<file path="src/rtl/stk_pkg.sv">
package stk_pkg;
    localparam int STEP_W = 2;

    typedef enum logic [2:0] {
        OP_CALL = 3'd0,
        OP_INTR = 3'd1,
        OP_RET  = 3'd2,
        OP_RETI = 3'd3,
        OP_PUSH = 3'd4,
        OP_POP  = 3'd5,
        OP_LDSP = 3'd6,
        OP_NONE = 3'd7
    } stk_op_e;

    typedef enum logic [1:0] {
        ST_IDLE,
        ST_WRITE,
        ST_READ,
        ST_DRAIN
    } stk_state_e;

    typedef enum logic [1:0] {
        BK_PCH,
        BK_PCL,
        BK_PSW,
        BK_DAT
    } byte_kind_e;

    function automatic logic [STEP_W-1:0] op_len(stk_op_e op);
        case (op)
            OP_CALL, OP_RET:  op_len = 2'd2;
            OP_INTR, OP_RETI: op_len = 2'd3;
            OP_PUSH, OP_POP:  op_len = 2'd1;
            default:          op_len = 2'd0;
        endcase
    endfunction

    function automatic byte_kind_e kind_at(stk_op_e op, logic [STEP_W-1:0] step);
        kind_at = BK_DAT;
        case (op)
            OP_CALL: kind_at = (step == 2'd0) ? BK_PCH : BK_PCL;
            OP_INTR: kind_at = (step == 2'd0) ? BK_PCH : ((step == 2'd1) ? BK_PCL : BK_PSW);
            OP_RET:  kind_at = (step == 2'd0) ? BK_PCL : BK_PCH;
            OP_RETI: kind_at = (step == 2'd0) ? BK_PSW : ((step == 2'd1) ? BK_PCL : BK_PCH);
            default: kind_at = BK_DAT;
        endcase
    endfunction

    function automatic logic is_save(stk_op_e op);
        is_save = (op == OP_CALL) || (op == OP_INTR) || (op == OP_PUSH);
    endfunction

    function automatic logic is_restore(stk_op_e op);
        is_restore = (op == OP_RET) || (op == OP_RETI) || (op == OP_POP);
    endfunction
endpackage

</file>
<file path="src/rtl/stk_sp_reg.sv">
module stk_sp_reg #(
    parameter int DW = 8
) (
    input  logic          clk,
    input  logic          rst_n,
    input  logic          load,
    input  logic [DW-1:0] load_val,
    input  logic          inc,
    input  logic          dec,
    output logic [DW-1:0] sp,
    output logic [DW-1:0] sp_up
);
    // Pointer is deliberately left out of reset: software loads it.
    always_ff @(posedge clk) begin
        if (load)     sp <= load_val;
        else if (inc) sp <= sp + 1'b1;
        else if (dec) sp <= sp - 1'b1;
    end

    assign sp_up = sp + 1'b1;


    sp_dec_chk: assert property (@(posedge clk) disable iff (!rst_n)
        (dec && !load && !inc) |=> (sp == $past(sp) - 1'b1));


    sp_inc_chk: assert property (@(posedge clk) disable iff (!rst_n)
        (inc && !load) |=> (sp == $past(sp) + 1'b1));
endmodule

</file>
<file path="src/rtl/stk_seq_fsm.sv">
module stk_seq_fsm
    import stk_pkg::*;
(
    input  logic       clk,
    input  logic       rst_n,
    input  logic       cmd_valid,
    input  stk_op_e    cmd_op,
    output logic       busy,
    output logic       accept,
    output logic       sp_load,
    output logic       sp_inc,
    output logic       sp_dec,
    output logic       mem_req,
    output logic       mem_we,
    output byte_kind_e cur_kind,
    output logic       cap_en,
    output byte_kind_e cap_kind,
    output logic       done
);
    stk_state_e        state, state_n;
    stk_op_e           op_q;
    logic [STEP_W-1:0] step_q, step_n;
    byte_kind_e        prev_kind_q;
    logic              done_n;
    logic              last_step;

    always_ff @(posedge clk) begin
        if (!rst_n) begin
            state       <= ST_IDLE;
            op_q        <= OP_NONE;
            step_q      <= '0;
            prev_kind_q <= BK_DAT;
            done        <= 1'b0;
        end else begin
            state  <= state_n;
            step_q <= step_n;
            done   <= done_n;
            if (accept)            op_q        <= cmd_op;
            if (state == ST_READ)  prev_kind_q <= cur_kind;
        end
    end

    assign last_step = (step_q == op_len(op_q) - 2'd1);
    assign cur_kind  = kind_at(op_q, step_q);
    assign busy      = (state != ST_IDLE);

    always_comb begin
        state_n  = state;
        step_n   = step_q;
        done_n   = 1'b0;
        accept   = 1'b0;
        sp_load  = 1'b0;
        sp_inc   = 1'b0;
        sp_dec   = 1'b0;
        mem_req  = 1'b0;
        mem_we   = 1'b0;
        cap_en   = 1'b0;
        cap_kind = prev_kind_q;
        unique case (state)
            ST_IDLE: begin
                step_n = '0;
                if (cmd_valid) begin
                    accept = 1'b1;
                    if (is_save(cmd_op))         state_n = ST_WRITE;
                    else if (is_restore(cmd_op)) state_n = ST_READ;
                    else if (cmd_op == OP_LDSP) begin
                        sp_load = 1'b1;
                        done_n  = 1'b1;
                    end
                end
            end
            ST_WRITE: begin
                mem_req = 1'b1;
                mem_we  = 1'b1;
                sp_dec  = 1'b1;
                if (last_step) begin
                    state_n = ST_IDLE;
                    done_n  = 1'b1;
                end else begin
                    step_n = step_q + 1'b1;
                end
            end
            ST_READ: begin
                mem_req = 1'b1;
                sp_inc  = 1'b1;
                cap_en  = (step_q != '0);
                if (last_step) state_n = ST_DRAIN;
                else           step_n  = step_q + 1'b1;
            end
            ST_DRAIN: begin
                cap_en  = 1'b1;
                state_n = ST_IDLE;
                done_n  = 1'b1;
            end
        endcase
    end


    busy_hold_chk: assert property (@(posedge clk) disable iff (!rst_n)
        (state != ST_IDLE) |=> $stable(op_q));


    done_src_chk: assert property (@(posedge clk) disable iff (!rst_n)
        (state == ST_IDLE && !(cmd_valid && cmd_op == OP_LDSP)) |=> !done);


    read_run_chk: assert property (@(posedge clk) disable iff (!rst_n)
        (state == ST_READ && !last_step) |=> (state == ST_READ && mem_req));
endmodule

</file>
<file path="src/rtl/stk_capture.sv">
module stk_capture
    import stk_pkg::*;
#(
    parameter int DW = 8
) (
    input  logic            clk,
    input  logic            rst_n,
    input  logic            cap_en,
    input  byte_kind_e      cap_kind,
    input  logic [DW-1:0]   rdata,
    output logic [2*DW-1:0] pc_out,
    output logic [DW-1:0]   psw_out,
    output logic [DW-1:0]   pop_out
);
    always_ff @(posedge clk) begin
        if (!rst_n) begin
            pc_out  <= '0;
            psw_out <= '0;
            pop_out <= '0;
        end else if (cap_en) begin
            unique case (cap_kind)
                BK_PCH: pc_out[2*DW-1:DW] <= rdata;
                BK_PCL: pc_out[DW-1:0]    <= rdata;
                BK_PSW: psw_out           <= rdata;
                BK_DAT: pop_out           <= rdata;
            endcase
        end
    end


    hold_res_chk: assert property (@(posedge clk) disable iff (!rst_n)
        !cap_en |=> ($stable(pc_out) && $stable(psw_out) && $stable(pop_out)));
endmodule

</file>
<file path="src/rtl/stack_seq.sv">
module stack_seq #(
    parameter int          DW         = 8,
    parameter int          AW         = 16,
    parameter logic [AW-DW-1:0] STACK_PAGE = 'h01
) (
    input  logic            clk,
    input  logic            rst_n,
    input  logic            cmd_valid,
    input  logic [2:0]      cmd_op,
    input  logic [2*DW-1:0] cmd_pc,
    input  logic [DW-1:0]   cmd_psw,
    input  logic [DW-1:0]   cmd_data,
    output logic            busy,
    output logic            done,
    output logic            mem_req,
    output logic            mem_we,
    output logic [AW-1:0]   mem_addr,
    output logic [DW-1:0]   mem_wdata,
    input  logic [DW-1:0]   mem_rdata,
    output logic [DW-1:0]   sp_out,
    output logic [2*DW-1:0] pc_out,
    output logic [DW-1:0]   psw_out,
    output logic [DW-1:0]   pop_out
);
    import stk_pkg::*;

    localparam int PCW = 2 * DW;

    logic       accept, sp_load, sp_inc, sp_dec, cap_en;
    byte_kind_e cur_kind, cap_kind;
    logic [DW-1:0]  sp_up;
    logic [PCW-1:0] pc_q;
    logic [DW-1:0]  psw_q, dat_q;

    stk_seq_fsm u_fsm (
        .clk       (clk),
        .rst_n     (rst_n),
        .cmd_valid (cmd_valid),
        .cmd_op    (stk_op_e'(cmd_op)),
        .busy      (busy),
        .accept    (accept),
        .sp_load   (sp_load),
        .sp_inc    (sp_inc),
        .sp_dec    (sp_dec),
        .mem_req   (mem_req),
        .mem_we    (mem_we),
        .cur_kind  (cur_kind),
        .cap_en    (cap_en),
        .cap_kind  (cap_kind),
        .done      (done)
    );

    stk_sp_reg #(.DW(DW)) u_sp (
        .clk      (clk),
        .rst_n    (rst_n),
        .load     (sp_load),
        .load_val (cmd_data),
        .inc      (sp_inc),
        .dec      (sp_dec),
        .sp       (sp_out),
        .sp_up    (sp_up)
    );

    stk_capture #(.DW(DW)) u_cap (
        .clk      (clk),
        .rst_n    (rst_n),
        .cap_en   (cap_en),
        .cap_kind (cap_kind),
        .rdata    (mem_rdata),
        .pc_out   (pc_out),
        .psw_out  (psw_out),
        .pop_out  (pop_out)
    );

    always_ff @(posedge clk) begin
        if (!rst_n) begin
            pc_q  <= '0;
            psw_q <= '0;
            dat_q <= '0;
        end else if (accept) begin
            pc_q  <= cmd_pc;
            psw_q <= cmd_psw;
            dat_q <= cmd_data;
        end
    end

    assign mem_addr = {STACK_PAGE, (mem_we ? sp_out : sp_up)};

    always_comb begin
        unique case (cur_kind)
            BK_PCH: mem_wdata = pc_q[PCW-1:DW];
            BK_PCL: mem_wdata = pc_q[DW-1:0];
            BK_PSW: mem_wdata = psw_q;
            BK_DAT: mem_wdata = dat_q;
        endcase
    end


    page_fix_chk: assert property (@(posedge clk) disable iff (!rst_n)
        mem_req |-> (mem_addr[AW-1:DW] == STACK_PAGE));


    no_idle_access_chk: assert property (@(posedge clk) disable iff (!rst_n)
        !busy |-> !mem_req);
endmodule

</file>
<file path="config.mk">
export PLATFORM = sky130hd
export DESIGN_NAME = stack_seq
export DESIGN_NICKNAME = d
export VERILOG_FILES = /design/src/rtl/stk_pkg.sv /design/src/rtl/stk_sp_reg.sv /design/src/rtl/stk_seq_fsm.sv /design/src/rtl/stk_capture.sv /design/src/rtl/stack_seq.sv
export SDC_FILE = /design/constraint.sdc
export NUM_CORES = 1
export LEC_CHECK = 0
export BUFFER_PORTS_ARGS = -buffer_cell sky130_fd_sc_hd__buf_2
export CAP_MARGIN = 20
export CORE_MARGIN = 3
export CORE_UTILIZATION = 57
export CTS_CLUSTER_DIAMETER = 80
export CTS_CLUSTER_SIZE = 30
export DETAILED_ROUTE_END_ITERATION = 10
export HOLD_SLACK_MARGIN = 0.1
export PLACE_DENSITY_LB_ADDON = 0.2
export SETUP_SLACK_MARGIN = 0.2
export SYNTH_ARGS = -nofsm -noshare
export SYNTH_HDL_FRONTEND = slang
export SYNTH_HIERARCHICAL = 1
export SYNTH_SLANG_ARGS = --single-unit
</file>
<file path="constraint.sdc">
create_clock -name clk -period 5.1 [get_ports clk]
set_clock_uncertainty 0.15 [all_clocks]
set_input_delay 1.53 -clock clk [delete_from_list [all_inputs] [get_ports clk]]
set_output_delay 1.53 -clock clk [all_outputs]
set_load 0.01 [all_outputs]
</file>
**Word-level counts from Yosys, hierarchy flattened**

Index checks and enable logic that the tools add are counted.

- $add $sub $neg: 4
- Reductions and logical operators: 24
- Equality and inequality tests: 27
- Mux-type cells: 34
- Bitwise gates (word level): 0
- $mul: 0
- Shift operators: 0
- Magnitude comparators: 0
- Divide/modulo/power cells: 0

Operator list:

| kind | number |
|---|---|
| $mux W8 | 4 |
| $pmux W8 S4 | 1 |
| $mux W2 | 9 |
| $pmux W2 S4 | 2 |
| $eq A3 B3 Y1 const B | 5 |
| $mux W1 | 14 |
| $eq A2 B2 Y1 const B | 6 |
| $eq A3 B2 Y1 const B | 4 |
| $reduce_and A2 Y1 | 5 |
| $add A8 B1 Y8 const B | 1 |
| $eq A2 B1 Y1 const B | 4 |
| $logic_not A2 Y1 | 4 |
| $reduce_or A2 Y1 | 4 |
| $sub A8 B1 Y8 const B | 1 |
| $eq A3 B1 Y1 const B | 2 |
| $logic_not A3 Y1 | 2 |
| $pmux W2 S3 | 1 |
| $reduce_bool A2 Y1 | 3 |
| $logic_or A1 B1 Y1 | 4 |
| $ne A2 B1 Y1 const B | 2 |
| $ne A2 B2 Y1 const B | 2 |
| $pmux W2 S2 | 1 |
| $reduce_and A4 Y1 | 1 |
| $ne A3 B1 Y1 const B | 1 |
| 6 further kinds | 6 |

- Bits in latches: 0
- Word-level logic and storage cells: 102
- Memory bits (writable): 0
- Input port bits: 46
- Bits in read-only memories: 0
- Output and inout bits: 68
- Register bits after elaboration: 82
- Memories: 0

**Logic depth before layout (Yosys ltp)**

- Depth after elaboration: 8
- Gate-level depth with buffers: 8
- Depth with buffers taken out: 7

**Modules after synthesis**

The synthesis kept the hierarchy.

By module, submodules not included:

| module | cells each | seq. area each (µm²) | area an instance (µm²) | instances |
|---|---|---|---|---|
| stack_seq | 132 | 640.6 | 1579.0 | 1 |
| stk_capture | 115 | 640.6 | 1177.4 | 1 |
| stk_seq_fsm | 86 | 200.2 | 729.4 | 1 |
| stk_sp_reg | 70 | 240.2 | 684.4 | 1 |

**Worst setup path before layout**

OpenSTA, ideal clock, no wires.

- Kind: register to output
- Start point: register u_fsm.step_q[0]
- End point: output port mem_wdata[2]
- Arrival time: 1928 ps
- Setup slack: 1492 ps
- Cell stages (with the launch flop): 8
- Path buffers: 1
- Required time: 3420 ps
- Cell sequence: dfxtp_1 inv_2 ha_1 nor3_1 a21oi_1 o21ai_0 buf_6 mux4_2

- Word-level cells in the longest chain between the ends: 6
- Elaborated cells on any way between the ends: 14
- Classes of those cells: eq/ne: 4; mux: 8; reduce/logical: 2

RTL lines:

| item | RTL line | text |
|---|---|---|
| from (decl) | stk_seq_fsm.sv:22 | `logic [STEP_W-1:0] step_q, step_n;` |
| from (signal assigned) | stk_seq_fsm.sv:36 | `step_q <= step_n;` |
| $eq A2 B1 Y1 | stk_pkg.sv:42 | `OP_INTR: kind_at = (step == 2'd0) ? BK_PCH : ((step == 2'd1) ? BK_PCL : BK_PSW);` |
| $mux W2 (2 in a row) | stk_pkg.sv:42 |  |
| $pmux W2 S4 * | stk_pkg.sv:40 | `case (op)` |
| via cur_kind[1] | stack_seq.sv:30 | `byte_kind_e cur_kind, cap_kind;` |
| $eq A2 B2 Y1, or another cell as far along | stack_seq.sv:90 | `unique case (cur_kind)` |
| $pmux W8 S4 * | stack_seq.sv:90 |  |
| to (decl) | stack_seq.sv:18 | `output logic [DW-1:0] mem_wdata,` |

The timed path passes the listed nets; every way through them passes the cells marked *.

**Final worst setup path**

- Start point: register u_fsm.step_q[1]
- End point: output port mem_wdata[3]

Same word-level chain as after synthesis.

==> metrics.yaml <==
synth_edf_count: 8
r2r-end: "u_cap/pc_out[9]"
cts_setup_buffers: 0
grt.total_usage_pct: 21.5
setup_viol: 0
ios: 114
fillCellCount: 551
ys_seq_area_share_pct: 41.3
hold_end: "u_cap/pop_out[4]"
crit_type: "flip-flop to output pin"
netlist_area_um2: 4170
synth_warnings: 6
insertion_delay_ps: 340
antenna_found_initial: 0
std_cell_rows: 30
final.setup.tns_ps: 0
antenna_cells: 0
netlist_instances: 403
drt-initial-drc-count: 117
hold_depth: 2
nets: 550
synth-seq-cells: 82
layout-drive-gt1-share_pct: 30.9
synth.distinct_cells: 54
core_um2: 6940
first_pass_iters: 4
final-hold-violation-count: 0
syn_to_final_growth_pct: 15.0
avgViaCountPerCell: 5.31
reg2regPathDepth: 6
p_leak_nw: 2.24
grt_overflow: 0
power.density_nw_per_um2: 469
htree_levels: 3
place_congestion: 0.838
start_util_pct: 60.1
clkTransAtPathRegs_ps: 80
max_slew_margin_pct: 36.6
routed_wl_mm: 8.81
cts.path.max_buffers: 2
drv_slew: 0
peakVddDrop_uv: 216
avgRoutedWirePerCell_um: 14.8
io_buffers: 105
grt_max_degree: 54
fin_crit_sh_pct: 85.1
cp-end-kind: "output pin"
cts_resized: 0
hp-class: "flip-flop to flip-flop"
cts_tree: "done"
post-dp-hpwl_mm: 6.42
run_status: "complete, no violations"
final-seq-area_um2: 1720
multiInputGateArea_um2: 2170
synth_area_per_cell_um2: 10.3
postRouteAntennaNets: 0
die_h_um: 91.5
drv_cap: 0
synth_flop_cell: "dfxtp_1"
root_buffer: "clkbuf_8"
grt_pass1_wl_mm: 14.6
cp-start-kind: "flip-flop"
fmax_mhz: 231
drc: 0
r2r_start: "u_fsm/state[0]"
p_total_w: 0.00225
dieArea_um2: 8380
grt_pass1_vias: 3081
yosysTopAreaCellShare_pct: 35.5
clock-sinks: 82
yosysMostFrequentCell: "dfxtp_1"
die_w_um: 91.5
fin_crit_ps: 4340
cp.arrival_ps: 2660
rsz0062_at_grt: "no"
yosysTopAreaCell: "dfxtp_1"
synth_top_cells_by_count: "74 x dfxtp_1, 66 x mux2i_1, 62 x nand2_1, 33 x nor2b_1, 12 x inv_1"
worstPathRequired_ps: 3420
cts_hold_buf: 0
worst_pin_slew_ps: 949
r2r_slack_ps: 2580
cp_max_fo: 11
ys_top_cells_by_area: "dfxtp_1 36%, mux2i_1 16%, edfxtp_1 5.8%"
hp-start: "u_cap/pop_out[4]"
async_reset_ff_share_pct: 0
cts_made_buffers: 9
vias: 3157
## cells in the final DEF, fill, tap and decap left out, types with 4 or more instances in the layout
cell and n:
buf_2 105, dfxtp_1 74, mux2i_1 66, nand2_1 62
nor2b_1 33, inv_1 11, ha_1 10, clkbuf_8 9
xnor2_1 9, mux4_2 8, mux2_2 8, conb_1 8
o21ai_0 8, edfxtp_1 8, nand3_1 7, o211ai_1 5
nor2_1 5, buf_4 4, xor2_1 4, nor3_1 4
## per-layer routing
layer	wire (um)	track usage, %
met1	3880	27.4
met4	54	5.78
met2	4360	35.8
met5	0	0
met3	511	6.05
## cell families after synthesis
kind of cell,share of synthesized area [%]
and+or+nand+nor,16.5
muxes,22.6
DFF,41.3
buffers and inverters,7.41
AOI/OAI and AO/OA,6.30
xor gates and xnor gates,2.73
adders and majority gates,3.00
other,0.180
## critical path: stages, from the launching register on
cell and delay [ps]:
dfxtp_1 570, inv_1 150, ha_1 260, nor3_1 200, a21oi_1 60, o21ai_1 160, buf_4 240, mux4_2 530
buf_2 160
## report_power, final
group	internal, W	switching, W
logic	0.000437	0.000457
registers	0.000788	0.000144
clock network	0.000183	0.000240
## how the worst max path moves through the flow
stage / slack [ps] / endpoint / depth (start not counted) / startpoint
finish: 760 / mem_wdata[3] / 8 / u_fsm/step_q[1]
global route: 600 / mem_wdata[3] / 8 / u_fsm/step_q[1]
global placement: 1290 / mem_wdata[2] / 8 / u_fsm/step_q[1]
CTS: 770 / mem_wdata[3] / 8 / u_fsm/step_q[1]
floorplan: 1490 / mem_wdata[2] / 7 / u_fsm/step_q[0]
detailed placement: 1190 / mem_wdata[3] / 8 / u_fsm/step_q[1]
## state kept, by name, indices dropped and copies added (netlist names)
name,flops
u_cap/pop_out,8
pc_q,16
dat_q,8
u_cap/psw_out,8
u_fsm/state,2
u_cap/pc_out,16
u_fsm/step_q,2
u_sp/sp,8
psw_q,8
u_fsm/op_q,3
u_fsm/done,1
u_fsm/cap_kind,2
## cell type report
class / count / area share [%]
clock buffer: 10 / 2.66
clock inverter: 6 / 1.04
inverter: 14 / 1.10
multi-input combinational: 278 / 45.2
sequential: 82 / 35.9
tap: 96 / 2.51
timing repair buffer: 109 / 11.6
## per-stage QoR
step	utilization (%)	cells	instance area, um^2	setup WS (ps)	hold WS, ps
3_3_place_gp	66.5	579	4620	1290	290
5_1_grt	69.0	595	4790	602	333
4_1_cts	69.0	595	4790	765	311
6_report	69.0	595	4790	762	311
3_5_place_dp	66.5	579	4620	1190	297
2_1_floorplan	-	409	4190	1490	321
(Power assumes the default switching activity.)
